$ cat config.mk
export PLATFORM = sky130hd
export DESIGN_NAME = mgmt_phy_seq
export DESIGN_NICKNAME = d
export VERILOG_FILES = /design/src/rtl/mgmt_seq_pkg.sv /design/src/rtl/mgmt_wait_timer.sv /design/src/rtl/mgmt_poll_limit.sv /design/src/rtl/mgmt_word_pack.sv /design/src/rtl/mgmt_phy_seq.sv
export SDC_FILE = /design/constraint.sdc
export NUM_CORES = 1
export LEC_CHECK = 0
export BUFFER_PORTS_ARGS = -buffer_cell sky130_fd_sc_hd__buf_4
export CORE_MARGIN = 4
export CORE_UTILIZATION = 50
export CTS_BUF_LIST = sky130_fd_sc_hd__clkbuf_2 sky130_fd_sc_hd__clkbuf_4 sky130_fd_sc_hd__clkbuf_8
export DETAILED_ROUTE_END_ITERATION = 7
export PLACE_DENSITY = 0.74
export SETUP_SLACK_MARGIN = 0.2
export SYNTH_ARGS = -nofsm -noshare
export SYNTH_HDL_FRONTEND = slang
export SYNTH_HIERARCHICAL = 1
export SYNTH_SLANG_ARGS = --single-unit
$ cat constraint.sdc
create_clock -name clk -period 3.2 [get_ports clk]
set_input_delay 0.64 -clock clk [delete_from_list [all_inputs] [get_ports clk]]
set_output_delay 0.64 -clock clk [all_outputs]
set_load 0.005 [all_outputs]
$ cat src/rtl/mgmt_seq_pkg.sv
// Shared types and register identifiers for the PHY management sequencer.
// Assumes a byte-wide register port towards the MAC.
package mgmt_seq_pkg;
    localparam int REG_W  = 8;
    localparam int PHY_AW = 5;
    localparam int WORD_W = 2 * REG_W;

    localparam logic [REG_W-1:0] ID_ADR  = 8'hD4;
    localparam logic [REG_W-1:0] ID_CMD  = 8'hD2;
    localparam logic [REG_W-1:0] ID_STAT = 8'hEA;
    localparam logic [REG_W-1:0] ID_WRL  = 8'hD6;
    localparam logic [REG_W-1:0] ID_WRH  = 8'hD7;
    localparam logic [REG_W-1:0] ID_RDL  = 8'hD8;
    localparam logic [REG_W-1:0] ID_RDH  = 8'hD9;

    localparam logic [REG_W-1:0] CMD_READ = 8'h01;
    localparam logic [REG_W-1:0] CMD_IDLE = 8'h00;
    localparam int BUSY_BIT = 0;

    typedef enum logic [3:0] {
        S_IDLE, S_ADR, S_CMD_RD, S_WAIT, S_WR_LO, S_WR_HI,
        S_POLL, S_CMD_CLR, S_GET_HI, S_GET_LO, S_FIN
    } seq_state_t;
endpackage

$ cat src/rtl/mgmt_wait_timer.sv
// Settling timer: after a start pulse, expired is high in the CYCLES-th
// following cycle. Assumes CYCLES >= 1 and no restart while running.
module mgmt_wait_timer #(
    parameter int CYCLES = 2200
) (
    input  logic clk,
    input  logic rst_n,
    input  logic start,
    output logic expired
);
    localparam int CW = $clog2(CYCLES + 1);

    logic [CW-1:0] cnt;
    logic          run;

    assign expired = run && (cnt == '0);

    // Load on start, count down while running, stop at zero.
    always_ff @(posedge clk) begin
        if (!rst_n) begin
            cnt <= '0;
            run <= 1'b0;
        end else if (start) begin
            cnt <= CW'(CYCLES - 1);
            run <= 1'b1;
        end else if (expired) begin
            run <= 1'b0;
        end else if (run) begin
            cnt <= cnt - 1'b1;
        end
    end


    expire_once_chk: assert property (@(posedge clk) disable iff (!rst_n)
        expired |=> !expired);
endmodule

$ cat src/rtl/mgmt_poll_limit.sv
// Counts busy status reads of one access. exhausted is high when the
// current busy read would be the LIMIT-th. Assumes LIMIT >= 1.
module mgmt_poll_limit #(
    parameter int LIMIT = 16
) (
    input  logic clk,
    input  logic rst_n,
    input  logic clear,
    input  logic step,
    output logic exhausted
);
    localparam int CW = $clog2(LIMIT + 1);

    logic [CW-1:0] cnt;

    assign exhausted = (cnt == CW'(LIMIT - 1));

    // Clear per access, advance on each busy read that is not the last.
    always_ff @(posedge clk) begin
        if (!rst_n || clear) cnt <= '0;
        else if (step)       cnt <= cnt + 1'b1;
    end


    poll_bound_chk: assert property (@(posedge clk) disable iff (!rst_n)
        cnt <= CW'(LIMIT - 1));
endmodule

$ cat src/rtl/mgmt_word_pack.sv
// Joins two register bytes into a word: the high byte is staged, and the
// word updates only when the low byte arrives.
module mgmt_word_pack #(
    parameter int BW = 8
) (
    input  logic          clk,
    input  logic          rst_n,
    input  logic          cap_hi,
    input  logic          cap_lo,
    input  logic [BW-1:0] byte_in,
    output logic [2*BW-1:0] word_out
);
    logic [BW-1:0] hi_stage;

    // Stage the high byte, publish the whole word with the low byte.
    always_ff @(posedge clk) begin
        if (!rst_n) begin
            hi_stage <= '0;
            word_out <= '0;
        end else begin
            if (cap_hi) hi_stage <= byte_in;
            if (cap_lo) word_out <= {hi_stage, byte_in};
        end
    end
endmodule

$ cat src/rtl/mgmt_phy_seq.sv
// PHY management sequencer top. Turns one 16-bit read/write request into
// the series of byte register operations on the MAC management registers.
// Assumes the register port completes an operation when req and ack meet.
module mgmt_phy_seq
    import mgmt_seq_pkg::*;
#(
    parameter int CLK_MHZ  = 200,
    parameter int WAIT_US  = 11,
    parameter int POLL_MAX = 16
) (
    input  logic              clk,
    input  logic              rst_n,
    input  logic              start,
    input  logic              wr,
    input  logic [PHY_AW-1:0] phy_reg,
    input  logic [WORD_W-1:0] wr_data,
    output logic [WORD_W-1:0] rd_data,
    output logic              done,
    output logic              err,
    output logic              reg_req,
    output logic              reg_we,
    output logic [REG_W-1:0]  reg_addr,
    output logic [REG_W-1:0]  reg_wdata,
    input  logic              reg_ack,
    input  logic [REG_W-1:0]  reg_rdata
);
    localparam int WAIT_CYC = CLK_MHZ * WAIT_US;

    seq_state_t        state, nxt;
    logic              op_wr;
    logic [PHY_AW-1:0] op_reg;
    logic [WORD_W-1:0] op_data;
    logic              err_q;
    logic              xfer, busy_seen, wait_go, wait_end, poll_full;
    logic              take;

    assign xfer      = reg_req && reg_ack;
    assign busy_seen = reg_rdata[BUSY_BIT];
    assign take      = (state == S_IDLE) && start;
    assign wait_go   = (state == S_CMD_RD) && xfer;

    mgmt_wait_timer #(.CYCLES(WAIT_CYC)) u_wait (
        .clk(clk), .rst_n(rst_n), .start(wait_go), .expired(wait_end)
    );

    mgmt_poll_limit #(.LIMIT(POLL_MAX)) u_poll (
        .clk(clk), .rst_n(rst_n), .clear(take),
        .step((state == S_POLL) && xfer && busy_seen && !poll_full),
        .exhausted(poll_full)
    );

    mgmt_word_pack #(.BW(REG_W)) u_pack (
        .clk(clk), .rst_n(rst_n),
        .cap_hi((state == S_GET_HI) && xfer),
        .cap_lo((state == S_GET_LO) && xfer),
        .byte_in(reg_rdata), .word_out(rd_data)
    );

    // Next-state selection for the access series.
    always_comb begin
        nxt = state;
        unique case (state)
            S_IDLE:    if (start) nxt = S_ADR;
            S_ADR:     if (xfer) nxt = op_wr ? S_WR_LO : S_CMD_RD;
            S_CMD_RD:  if (xfer) nxt = S_WAIT;
            S_WAIT:    if (wait_end) nxt = S_POLL;
            S_WR_LO:   if (xfer) nxt = S_WR_HI;
            S_WR_HI:   if (xfer) nxt = S_POLL;
            S_POLL: begin
                if (xfer) begin
                    if (!busy_seen)    nxt = op_wr ? S_FIN : S_CMD_CLR;
                    else if (poll_full) nxt = S_FIN;
                end
            end
            S_CMD_CLR: if (xfer) nxt = S_GET_HI;
            S_GET_HI:  if (xfer) nxt = S_GET_LO;
            S_GET_LO:  if (xfer) nxt = S_FIN;
            S_FIN:     nxt = S_IDLE;
            default:   nxt = S_IDLE;
        endcase
    end

    // State register, request capture and error flag.
    always_ff @(posedge clk) begin
        if (!rst_n) begin
            state   <= S_IDLE;
            op_wr   <= 1'b0;
            op_reg  <= '0;
            op_data <= '0;
            err_q   <= 1'b0;
        end else begin
            state <= nxt;
            if (take) begin
                op_wr   <= wr;
                op_reg  <= phy_reg;
                op_data <= wr_data;
                err_q   <= 1'b0;
            end else if ((state == S_POLL) && xfer && busy_seen && poll_full) begin
                err_q <= 1'b1;
            end
        end
    end

    // Register port drive decoded from the current state.
    always_comb begin
        reg_req   = 1'b1;
        reg_we    = 1'b1;
        reg_addr  = ID_ADR;
        reg_wdata = '0;
        unique case (state)
            S_ADR:     reg_wdata = REG_W'(op_reg);
            S_CMD_RD:  begin reg_addr = ID_CMD; reg_wdata = CMD_READ; end
            S_WR_LO:   begin reg_addr = ID_WRL; reg_wdata = op_data[REG_W-1:0]; end
            S_WR_HI:   begin reg_addr = ID_WRH; reg_wdata = op_data[WORD_W-1:REG_W]; end
            S_POLL:    begin reg_addr = ID_STAT; reg_we = 1'b0; end
            S_CMD_CLR: begin reg_addr = ID_CMD; reg_wdata = CMD_IDLE; end
            S_GET_HI:  begin reg_addr = ID_RDH; reg_we = 1'b0; end
            S_GET_LO:  begin reg_addr = ID_RDL; reg_we = 1'b0; end
            default:   begin reg_req = 1'b0; reg_we = 1'b0; end
        endcase
    end

    assign done = (state == S_FIN);
    assign err  = done && err_q;


    done_pulse_chk: assert property (@(posedge clk) disable iff (!rst_n)
        done |=> !done);


    req_hold_chk: assert property (@(posedge clk) disable iff (!rst_n)
        (reg_req && !reg_ack) |=> (reg_req && $stable(reg_addr)
                                   && $stable(reg_we) && $stable(reg_wdata)));


    rdata_hold_chk: assert property (@(posedge clk) disable iff (!rst_n)
        !$stable(rd_data) |-> done);


    err_quiet_chk: assert property (@(posedge clk) disable iff (!rst_n)
        err |=> !reg_req);
endmodule

==> results.md <==
- Status: finished, final reports clean
- Worst-path clk slew: about 0.08 ns
- DRT Pass-1 Iters: 4
- R2R Path End: state[0]$_SDFFE_PN0P_
- Synthesized area: 3410 sq um
- Root Driver: clkbuf_8
- Fin util: about 63%
- Post-CTS Setup Repair Bufs: 0
- Met2 Use GR: between 20% and 30%
- CTS Buf Count: 9
- Critical path type: reg2out
- Share of cells above drive strength 1: between 30% and 40%
- Post-synth EDFFs: 0
- Period utilization: around 84%
- Relative slew slack: between 20% and 30%
- Global-route wire length before repair: 12,000 um
- DIE AREA: approximately 8200 sq um
- CP Capture Type: primary output
- Reg2reg start: u_wait/cnt[0]$_SDFFE_PN0P_
- CP arrival: 2.06 ns
- RSZ-0062 raised after global routing: no
- Mapped Cells: between 300 and 400
- Width of the chip: 90.6 um
- Core area: between 6000 and 7000 sq um
- Mean Syn Cell Area: a little over 9 sq um
- Sw Share: 34.9%
- Setup Total Neg Slack: 0 ns
- Library cells used by synthesis: 60
- Achievable Freq: 371 MHz
- WHS Path Cells: 2
- Drt total wl: 7130 um
- FF-to-FF setup slack: 0.94 ns
- WHS Endpoint: op_data[6]$_SDFFE_PN0P_
- Comb power frac: 31.2%
- Vias in the first global route: approximately 2,600
- Leakage Power: roughly 0.0016 uW
- Met3 Usage GRT: roughly 5.7%
- Dominant synthesized flop cell: dfxtp_1
- Hold Fails Final Rpt: 0
- CTS tree: yes
- Initial antenna violation count: 0
- GRT Util Overall: 17.8%
- CTS H-Tree Depth: 3
- Bufs on Longest Clock Path: 2
- Slew @ Worst Pin: 1.07 ns
- Initial Utilization: between 50 and 60%
- Asr flop ratio synth: 0%
- Vias: ~2,700
- I/O pins: 70
- Setup violators final: 0
- Biggest regs: op_data x16, u_pack/word_out x16, u_wait/cnt x12
- GR peak layer: met2
- Inst Count DP: 500
- Pwr Density: 648 nW/um^2
- Antenna Cells: 0
- Max-slew violation total from the final report: 0
- Critical Path RT: 2.56 ns
- Final routed DRC violation total: 0
- Vias/cell: 5.24
- Sink Count: 69
- MaxCap Viol Count: 0
- I/O Buffers: 67
- Post-Layout Cell Count: 516
- Congestion Overflow GR: 0
- Leading cell type in the layout, fill and taps excluded: buf_4
- Violation count after the first detailed-route iteration: slightly above 100
- Post-route ant nets: 0
- Fillers: 533
- HP Start: op_data[6]$_SDFFE_PN0P_
- R2R depth: 10
- Gpl congestion: 0.860
- Net Sw Power: 929 uW
- WL/cell: about 14 um
- Layout Skew: 0.00608 ns
- Post-layout instance area: 4110 sq um
- Yosys warnings: 6
- Final Power: 2660 uW
- Post-route minimum period: 2.70 ns
- Pint: 1740 uW
- Post-detail-place hpwl: between 5000 and 6000 um
- Clk Latency, worst-skew pair: 0.34 ns
- CP startpoint kind: flip-flop
- Clock Power Share: 27.7%
- Worst-path fanout max: 19
- Worst IR drop on VDD: 0.000402 V
- Die Ht: 90.6 um
- Cell Area, Placed: a little under 4000 sq um
- Pin count of the biggest net entering global routing: 41
- Seq pwr share: 41.2%
- Most frequent cells in the layout: buf_4, dfxtp_1, nand2_1
- Routing usage on met1: a little over a fifth
- Layout area overhead: 20.5%
- Fin nets: 472
- #FFs+latches synth: between 60 and 70
- HP Class: reg2reg
- FP Rows: 29
- Register area share after synthesis: slightly above 40%
## cell usage after synthesis, drive strengths merged (5+ instances only)
| master | instances | area (sq um) |
|---|---|---|
| nor2 | 21 | 81.3 |
| buf | 14 | 128 |
| mux2i | 32 | 320 |
| nor2b | 30 | 188 |
| nor3 | 8 | 45.0 |
| nand2 | 63 | 284 |
| xnor2 | 5 | 43.8 |
| clkbuf | 8 | 30.0 |
| inv | 10 | 37.5 |
| o21ai | 7 | 35.0 |
| dfxtp | 69 | 1380 |
| a22oi | 5 | 37.5 |
| a21oi | 31 | 223 |
## layer usage
metal / routed length (um) / vias up / part of all wire [%]
li1: - / 1401 / -
met2: 3420 / 65 / 48
met3: 385 / 9 / 5.4
met4: 104 / 0 / 1.5
met5: 0 / - / 0
met1: 3220 / 1231 / 45
## critical path, cell delays in order, from the launching register on
cell	delay (ns)
dfxtp_1	0.51
nand2b_1	0.29
nor3_2	0.45
a22oi_1	0.18
o31ai_1	0.11
buf_4	0.17
## area by class of cell
class | count | area, sq um | area share, %
Timing Repair Buffer | 72 | 541 | 13.1
Clock buffer | 10 | 138 | 3.35
Sequential cell | 69 | 1380 | 33.6
Inverter | 11 | 42.5 | 1.03
Multi-Input combinational cell | 271 | 1840 | 44.8
Clock inverter | 6 | 70.1 | 1.70
Tap cell | 77 | 96.3 | 2.34
## how the worst max path moves through the flow
stage / from / end / slack [ns] / cells after the start
5_1_grt: state[3]$_SDFFE_PN0P_ / reg_wdata[0] / 0.31 / 5
2_1_floorplan: u_wait/cnt[0]$_SDFFE_PN0P_ / state[0]$_SDFFE_PN0P_ / 0.80 / 9
4_1_cts: state[2]$_SDFFE_PN0P_ / reg_wdata[0] / 0.42 / 5
3_3_place_gp: state[0]$_SDFFE_PN0P_ / reg_wdata[4] / 0.87 / 5
3_5_place_dp: state[2]$_SDFFE_PN0P_ / reg_wdata[0] / 0.81 / 5
6_report: state[3]$_SDFFE_PN0P_ / reg_wdata[0] / 0.50 / 5
## power groups by stage
stage	Clock [uW]	Sequential (uW)	Combinational [uW]
2_1_floorplan	0	1030	700
3_3_place_gp	0	1110	821
3_5_place_dp	0	1110	834
4_1_cts	756	1090	838
5_1_grt	797	1120	928
6_report	738	1100	830
## through the flow
stage	worst slack [ns]	hold slack, ns
floorplan	0.796	0.437
global placement	0.870	0.446
detailed placement	0.806	0.450
CTS	0.419	0.460
global route	0.309	0.488
finish	0.501	0.463
## cells by family (layout without fill, tap and decap cells)
group | count (synthesis) | count (layout) | synth area share (%)
flip-flops | 69 | 69 | 40.5
buffers and inverters | 33 | 99 | 5.87
AND/OR/NAND/NOR | 152 | 152 | 24.4
other | 1 | 2 | 0.110
adder cells (fa/ha/maj) | 4 | 4 | 1.47
XOR/XNOR | 6 | 6 | 1.54
AO/OA/AOI/OAI | 75 | 75 | 16.8
multiplexers | 32 | 32 | 9.39
## timing repair
| item | CTS | global route |
|---|---|---|
| hold buffers | 0 | 0 |
| endpoints found under the setup margin | 0 | 2 |
| resized for setup | 0 | 2 |
Power figures use the tool's default switching activity.
